`src/rtl/btg_pkg.sv`:
```
package btg_pkg;

    localparam int PC_W     = 16;
    localparam int BYTE_W   = 8;
    localparam int SHORT_W  = 11;
    localparam int TIDX_W   = 5;
    localparam int KIND_W   = 3;

    typedef enum logic [KIND_W-1:0] {
        KIND_REL   = 3'd0,
        KIND_ABS   = 3'd1,
        KIND_SHORT = 3'd2,
        KIND_TABLE = 3'd3,
        KIND_REG   = 3'd4,
        KIND_VEC   = 3'd5
    } tgt_kind_e;

    typedef enum logic [1:0] {
        FS_IDLE = 2'd0,
        FS_LO   = 2'd1,
        FS_HI   = 2'd2
    } fetch_st_e;

    function automatic logic is_direct_kind(input logic [KIND_W-1:0] k);
        return (k == KIND_REL) || (k == KIND_ABS) ||
               (k == KIND_SHORT) || (k == KIND_REG);
    endfunction

    function automatic logic is_fetch_kind(input logic [KIND_W-1:0] k);
        return (k == KIND_TABLE) || (k == KIND_VEC);
    endfunction

endpackage

```
`src/rtl/btg_direct_calc.sv`:
```
module btg_direct_calc
    import btg_pkg::*;
#(
    parameter int AW = PC_W,
    parameter int BW = BYTE_W,
    parameter int SW = SHORT_W
) (
    input  logic [KIND_W-1:0] kind,
    input  logic [AW-1:0]     next_pc,
    input  logic [BW-1:0]     op_byte,
    input  logic [BW-1:0]     arg_lo,
    input  logic [BW-1:0]     arg_hi,
    input  logic [BW-1:0]     disp,
    input  logic [AW-1:0]     rp_val,
    output logic [AW-1:0]     target
);
    // Opcode bits that supply the upper part of the short-call field.
    localparam int OPF_W   = SW - BW;
    localparam int WIN_PAD = AW - SW - 1;

    logic [AW-1:0] disp_ext;
    logic [AW-1:0] rel_tgt;
    logic [AW-1:0] short_tgt;

    assign disp_ext  = {{(AW-BW){disp[BW-1]}}, disp};
    // Carry out of the top bit is dropped by the width of the sum.
    assign rel_tgt   = next_pc + disp_ext;
    assign short_tgt = {{WIN_PAD{1'b0}}, 1'b1, op_byte[OPF_W+3:4], arg_lo};

    always_comb begin
        unique case (kind)
            KIND_REL:   target = rel_tgt;
            KIND_ABS:   target = {arg_hi, arg_lo};
            KIND_SHORT: target = short_tgt;
            KIND_REG:   target = rp_val;
            default:    target = '0;
        endcase
    end

endmodule

```
`src/rtl/btg_fetch.sv`:
```
module btg_fetch
    import btg_pkg::*;
#(
    parameter int AW = PC_W,
    parameter int BW = BYTE_W
) (
    input  logic          clk,
    input  logic          rst,
    input  logic          go,
    input  logic [AW-1:0] base,
    output logic          rd_req,
    output logic [AW-1:0] rd_addr,
    input  logic          rd_ack,
    input  logic [BW-1:0] rd_data,
    output logic          done,
    output logic [AW-1:0] word
);
    fetch_st_e     state;
    logic [AW-1:0] addr_q;
    logic [BW-1:0] lo_q;

    // Reset lands in the low-byte phase at address zero: the start vector
    // is fetched without any request from the decoder.
    always_ff @(posedge clk) begin
        if (rst) begin
            state  <= FS_LO;
            addr_q <= '0;
            lo_q   <= '0;
        end else begin
            unique case (state)
                FS_IDLE: if (go) begin
                    state  <= FS_LO;
                    addr_q <= base;
                end
                FS_LO: if (rd_ack) begin
                    state  <= FS_HI;
                    lo_q   <= rd_data;
                    addr_q <= addr_q | AW'(1);
                end
                FS_HI: if (rd_ack) begin
                    state <= FS_IDLE;
                end
                default: state <= FS_IDLE;
            endcase
        end
    end

    assign rd_req  = (state != FS_IDLE);
    assign rd_addr = addr_q;
    assign done    = (state == FS_HI) && rd_ack;
    assign word    = {rd_data, lo_q};

endmodule

```
`src/rtl/branch_target_gen.sv`:
```
module branch_target_gen
    import btg_pkg::*;
#(
    parameter int AW  = PC_W,
    parameter int BW  = BYTE_W,
    parameter int SW  = SHORT_W,
    parameter int IW  = TIDX_W
) (
    input  logic              clk,
    input  logic              rst,
    input  logic              start,
    input  logic [KIND_W-1:0] kind,
    input  logic [AW-1:0]     next_pc,
    input  logic [BW-1:0]     op_byte,
    input  logic [BW-1:0]     arg_lo,
    input  logic [BW-1:0]     arg_hi,
    input  logic [BW-1:0]     disp,
    input  logic [AW-1:0]     rp_val,
    output logic              rd_req,
    output logic [AW-1:0]     rd_addr,
    input  logic              rd_ack,
    input  logic [BW-1:0]     rd_data,
    output logic [AW-1:0]     pc_out,
    output logic              pc_valid
);
    // Table region begins right above the entry-pair span of the index.
    localparam logic [AW-1:0] TBL_BASE = AW'(1) << (IW + 1);

    logic [AW-1:0] direct_tgt;
    logic [AW-1:0] fetch_base;
    logic [AW-1:0] fetch_word;
    logic          fetch_done;
    logic          accept;
    logic          go_fetch;

    assign accept   = start && !rd_req;
    assign go_fetch = accept && is_fetch_kind(kind);

    always_comb begin
        if (kind == KIND_TABLE)
            fetch_base = TBL_BASE | (AW'(op_byte[IW:1]) << 1);
        else
            fetch_base = '0;
    end

    btg_direct_calc #(.AW(AW), .BW(BW), .SW(SW)) u_calc (
        .kind    (kind),
        .next_pc (next_pc),
        .op_byte (op_byte),
        .arg_lo  (arg_lo),
        .arg_hi  (arg_hi),
        .disp    (disp),
        .rp_val  (rp_val),
        .target  (direct_tgt)
    );

    btg_fetch #(.AW(AW), .BW(BW)) u_fetch (
        .clk     (clk),
        .rst     (rst),
        .go      (go_fetch),
        .base    (fetch_base),
        .rd_req  (rd_req),
        .rd_addr (rd_addr),
        .rd_ack  (rd_ack),
        .rd_data (rd_data),
        .done    (fetch_done),
        .word    (fetch_word)
    );

    always_ff @(posedge clk) begin
        if (rst) begin
            pc_out   <= '0;
            pc_valid <= 1'b0;
        end else if (fetch_done) begin
            pc_out   <= fetch_word;
            pc_valid <= 1'b1;
        end else if (accept && is_direct_kind(kind)) begin
            pc_out   <= direct_tgt;
            pc_valid <= 1'b1;
        end else begin
            pc_valid <= 1'b0;
        end
    end

endmodule

```
`config.mk`:
```
export PLATFORM = sky130hd
export DESIGN_NAME = branch_target_gen
export DESIGN_NICKNAME = d
export VERILOG_FILES = /design/src/rtl/btg_pkg.sv /design/src/rtl/btg_direct_calc.sv /design/src/rtl/btg_fetch.sv /design/src/rtl/branch_target_gen.sv
export SDC_FILE = /design/constraint.sdc
export NUM_CORES = 1
export LEC_CHECK = 0
export BUFFER_PORTS_ARGS = -buffer_cell sky130_fd_sc_hd__buf_2
export CAP_MARGIN = 10
export CORE_UTILIZATION = 38
export CTS_CLUSTER_SIZE = 40
export DETAILED_ROUTE_END_ITERATION = 10
export PLACE_DENSITY = 0.65
export SLEW_MARGIN = 20
export SYNTH_ARGS = -nofsm -noshare
export SYNTH_HDL_FRONTEND = slang
export SYNTH_SLANG_ARGS = --single-unit
```
`constraint.sdc`:
```
create_clock -name clk -period 3.3 [get_ports clk]
set_clock_uncertainty 0.1 [all_clocks]
set_input_delay 0.66 -clock clk [delete_from_list [all_inputs] [get_ports clk]]
set_output_delay 0.66 -clock clk [all_outputs]
set_load 0.005 [all_outputs]
```
# Word-level counts from Yosys, hierarchy flattened
# Index checks and enable logic that the tools add are counted.
# word_totals
in_bits	79
reg_bits	43
# op_classes
add_sub_neg	1
n_eq_ne	10
n_reduce_logical	18
muxes	13
bitwise_logic	1
# ops
cell	count
$pmux 16 s4	1
$mux 16	3
$pmux 16 s2	1
$add 16x16->16	1
$reduce_and 3->1	3
$mux 7	1
$eq 3x2->1 const B	2
$eq 3x3->1 const B	2
$mux 2	3
$ne 2x2->1 const B	3
$pmux 2 s3	1
$reduce_bool 2->1	3
$logic_and 1x1->1	4
$logic_or 1x1->1	4
$eq 3x1->1 const B	1
$logic_not 3->1	1
$mux 1	3
$eq 2x1->1 const B	1
$eq 2x2->1 const B	1
$logic_not 2->1	1
$reduce_and 2->1	1
$logic_not 1->1	1
$not 1->1	1

# Logic depth before layout (Yosys ltp)
# logic_depth
word_depth	7
depth_mapped	9

# Hierarchy
# From an unflattened synthesis, not the netlist that was laid out.
# unflattened
cells_unflattened	395
area_unflattened_um2	3249.4
# modules_own_cells
mod	area_each_um2	n_inst	cells_per_inst
btg_direct_calc	1226.2	1	174
branch_target_gen	1012.2	1	105
btg_fetch	1011.0	1	116

# Least setup slack after synthesis
# No wires, ideal clock.
# synth_path
kind	input to register
from	input port next_pc[0]
to	register pc_out[8]
path_slack_ns	0.747
n_path_buf	0
arrival_ns	2.378
setup_time_ns	0.074
stages	9
cell_sequence	ha_1 inv_1 fa_1 nor2b_4 o31a_1 o2111a_1 nor3_1 or4b_1 a31oi_1
# synth_via
elab_chain_len	4
# synth_lines
element	line	text
from (decl)	branch_target_gen.sv:13	input logic [AW-1:0] next_pc,
$add 16x16->16	btg_direct_calc.sv:27	assign rel_tgt = next_pc + disp_ext;
$pmux 16 s4	btg_direct_calc.sv:31	unique case (kind)
$mux 16	branch_target_gen.sv:77	end else if (accept && is_direct_kind(kind)) begin
$mux 16	branch_target_gen.sv:74	end else if (fetch_done) begin
to (signal assigned)	branch_target_gen.sv:75	pc_out <= fetch_word;
to (signal assigned)	branch_target_gen.sv:78	pc_out <= direct_tgt;
to (decl)	branch_target_gen.sv:23	output logic [AW-1:0] pc_out,
# No other way between the ends. The select of a mux whose other input is x is not followed.
# A chain may end at the register's enable or synchronous reset.

# Worst setup path in the final report
# Ends and elaborated chain as after synthesis.

==> flow_summary_export.csv <==
group,metric,value,unit
status,status,"finished, final reports clean",
layout,design_area,0.00313,mm^2
power,power.internal,0.737,mW
cts,htreeDepth,2,
setup_path,cp.required,3.41,ns
setup_path,crit_start,"next_pc[0]",
synth,ys.flop_type,"dfxtp_1",
floorplan,initial_core_util,39.5,%
route,detail_route.first_pass.iterations,4,
sta,fmax,393,MHz
power,clkPwrFrac,29.7,%
sta,hold_viol_final,0,
sta,rsz0062_at_grt,"false",
power,power.switching,0.323,mW
min_path,min-delay-start,"pc_out[8]",
synth,synth-async-reset-ratio,0,%
synth,syn_area_per_cell,8.03,um^2
cts,cts_setup_buffers,0,
power,vdd_drop_max,0.408,mV
sta,worst_pin_slew,0.618,ns
cts,ctsResizeCount,0,
layout,area_delta_synth_final,24.3,%
synth,seq_area_frac_synth,27.0,%
layout,fin_util,49.1,%
flow_run,max_cap_violations,0,
placed_design,dp_hpwl,5590,um
layout,fin_nets,503,
cts,clkSlewWorstSetupHoldPaths,0.06,ns
power,power.total,1.06,mW
setup_path,critPathMaxStageDelay,0.50,ns
power,netSwitchingFraction,30.5,%
sta,finalSetupViolCount,0,
placed_design,io_buffers,101,
cts,clock_sinks,34,
layout,drive_above_1_share,28.9,%
floorplan,ios,113,
cts,cts_root_buffer,"clkbuf_8",
grt,grt_pass1_vias,2523,
setup_path,crit_fanout,3,
layout,fill_cells,656,
grt,grt_pass1_wl,11900,um
route,routed_wl,6970,um
cts,clk_latency,0.28,ns
sta,maxSlewViolCount,0,
synth,postSynthCellCount,314,
power,pwr-share-seq,41.1,%
sta,period_needed,2.54,ns
cts,ctsHoldBuffers,0,
sta,post-route-period-util,77.1,%
setup_path,criticalPathCategory,"in2reg",
setup_path,crit_slowest_cell,"or4b_1",
setup_path,path_delay_family,"simple AND/OR/NAND/NOR gates",
cts,cts_tree,"yes",
floorplan,rows,29,
route,ant_nets,0,
grt,grt_max_degree,29,
synth,synth_enable_flop_cells,0,
setup_path,arrival,2.65,ns
floorplan,dieArea,0.00696,mm^2
setup_path,crit_path_end_kind,"flip-flop",
synth,synth_area,0.00252,mm^2
floorplan,die_h,83.4,um
synth,synth_warnings,0,
setup_path,cp-start-kind,"primary input",
route,num_vias,2636,
floorplan,core_area,0.00639,mm^2
route,route.detailed.drc,0,
floorplan,die_w,83.4,um
placed_design,gp_congestion,0.837,
grt,grt_overflow_total,0,
synth,yosys.cell_types.count,57,
min_path,hold_path_class,"reg2reg",
setup_path,cp_num_buf_inv,2,
sta,setup_tns,0,ns
power,p_leak,1.47,nW
sta,timing.max_slew.rel_slack,58.7,%
grt,antenna_found_initial,0,
route,initialDrtViolationCount,123,
layout,antenna_cells,0,
placed_design,placed_area,0.00304,mm^2
route,wl_per_cell,14.3,um
power,comb_power_share,29.2,%
grt,grt_use_total,20.7,%
setup_path,crit_chain,"buf_2 -> ha_1 -> inv_1 -> fa_1 -> nor2b_4 -> o31a_1 -> o2111a_1 -> nor3_1 -> or4b_1 -> a31oi_1",
synth,yosys_register_bits,34,
cts,numCtsBuffers,5,
route,vias_per_cell,5.42,
setup_path,worstReg2RegStart,"u_fetch.state[1]",
cts,cts_buffer_depth,2,
power,p_per_area,338,mW/mm^2
==> stage by stage <==
stage / setup WS, ns / std cells / hold WS [ns]
2_1_floorplan: 0.747 / 322 / 0.362
3_5_place_dp: 0.496 / 478 / 0.377
5_1_grt: 0.633 / 486 / 0.426
3_3_place_gp: 0.497 / 478 / 0.371
6_report: 0.757 / 486 / 0.397
4_1_cts: 0.762 / 486 / 0.399
==> worst paths after layout <==
path	to	slack (ns)	cells past startpoint
min reg2reg	pc_out[8]	0.40	2
max reg2reg	pc_out[13]	1.01	6
min	pc_out[8]	0.40	2
max	pc_out[8]	0.76	10
==> tightest hold or removal path, delay by kind of cell (launching register included) <==
family	cells	cell delay (ns)
compound gates	1	0.07
simple gates	1	0.06
flops	1	0.31
==> Yosys cell counts, types with 4 or more instances <==
cell type | number | area [um^2]
buf_4 | 9 | 67.6
a22oi_1 | 18 | 135
a22o_1 | 7 | 61.3
a2bb2oi_1 | 9 | 78.8
o21ai_0 | 19 | 95.1
nor2b_1 | 6 | 37.5
a21oi_1 | 30 | 150
ha_1 | 15 | 188
buf_2 | 4 | 20.0
and3_1 | 4 | 25.0
nand2_1 | 19 | 71.3
inv_1 | 7 | 26.3
nor2_1 | 33 | 124
dfxtp_1 | 34 | 681
xnor2_1 | 5 | 43.8
mux2i_1 | 10 | 100
clkbuf_1 | 12 | 45.0
a211oi_1 | 5 | 37.5
xor2_1 | 6 | 52.6
==> placed cells by master, fill, tap and decap left out, drive strengths merged, types with 5 or more instances in the layout <==
cell       n
clkbuf     7
a21oi     30
ha        15
conb       9
a22oi     18
buf      104
xor2       6
a22o       7
o21ai     22
a2bb2oi    9
nand2     19
xnor2      5
inv        7
mux2i     10
nor2b      7
dfxtp     34
a211oi     5
nor2      33
==> metal layers <==
metal / track usage [%] / up-vias / wire (um)
met5: 0 / - / 0
met4: 5.70 / 0 / 93
met3: 2.39 / 12 / 346
met2: 32.7 / 88 / 3230
met1: 29.6 / 1192 / 3300
li1: - / 1344 / -
==> layout make-up <==
| type | count | area, um^2 | area share, % |
|---|---|---|---|
| flip-flops and latches | 34 | 681 | 21.7 |
| multi-input cells | 256 | 1710 | 54.6 |
| clock inverters | 1 | 5.00 | 0.160 |
| inverters | 7 | 26.3 | 0.839 |
| well taps | 77 | 96.3 | 3.08 |
| repair buffers | 104 | 528 | 16.9 |
| clock buffers | 7 | 86.3 | 2.76 |
==> power by group through the flow <==
stage / Sequential, mW / Clock, mW / Combinational [mW]
global route: 0.437 / 0.335 / 0.348
detailed placement: 0.445 / 0 / 0.307
CTS: 0.435 / 0.317 / 0.308
floorplan: 0.444 / 0 / 0.210
finish: 0.435 / 0.315 / 0.309
global placement: 0.444 / 0 / 0.304
==> logic make-up (layout without fill, tap and decap cells) <==
logic type | count (synthesis) | count (layout) | synth area share (%)
xor gates and xnor gates | 11 | 11 | 3.82
buffers and inverters | 32 | 119 | 6.31
muxes | 10 | 10 | 3.97
DFF | 34 | 34 | 27.0
and+or+nand+nor | 89 | 89 | 17.8
adders and majority gates | 16 | 16 | 8.24
AOI/OAI and AO/OA | 121 | 121 | 32.7
other | 1 | 9 | 0.149
==> sequential cells by signal, indices dropped and copies added, names as in the netlist <==
signal           flops
pc_out              16
u_fetch.lo_q         8
u_fetch.rd_addr      7
u_fetch.state        2
pc_valid             1
No activity file was read; power rests on OpenSTA's default activity.
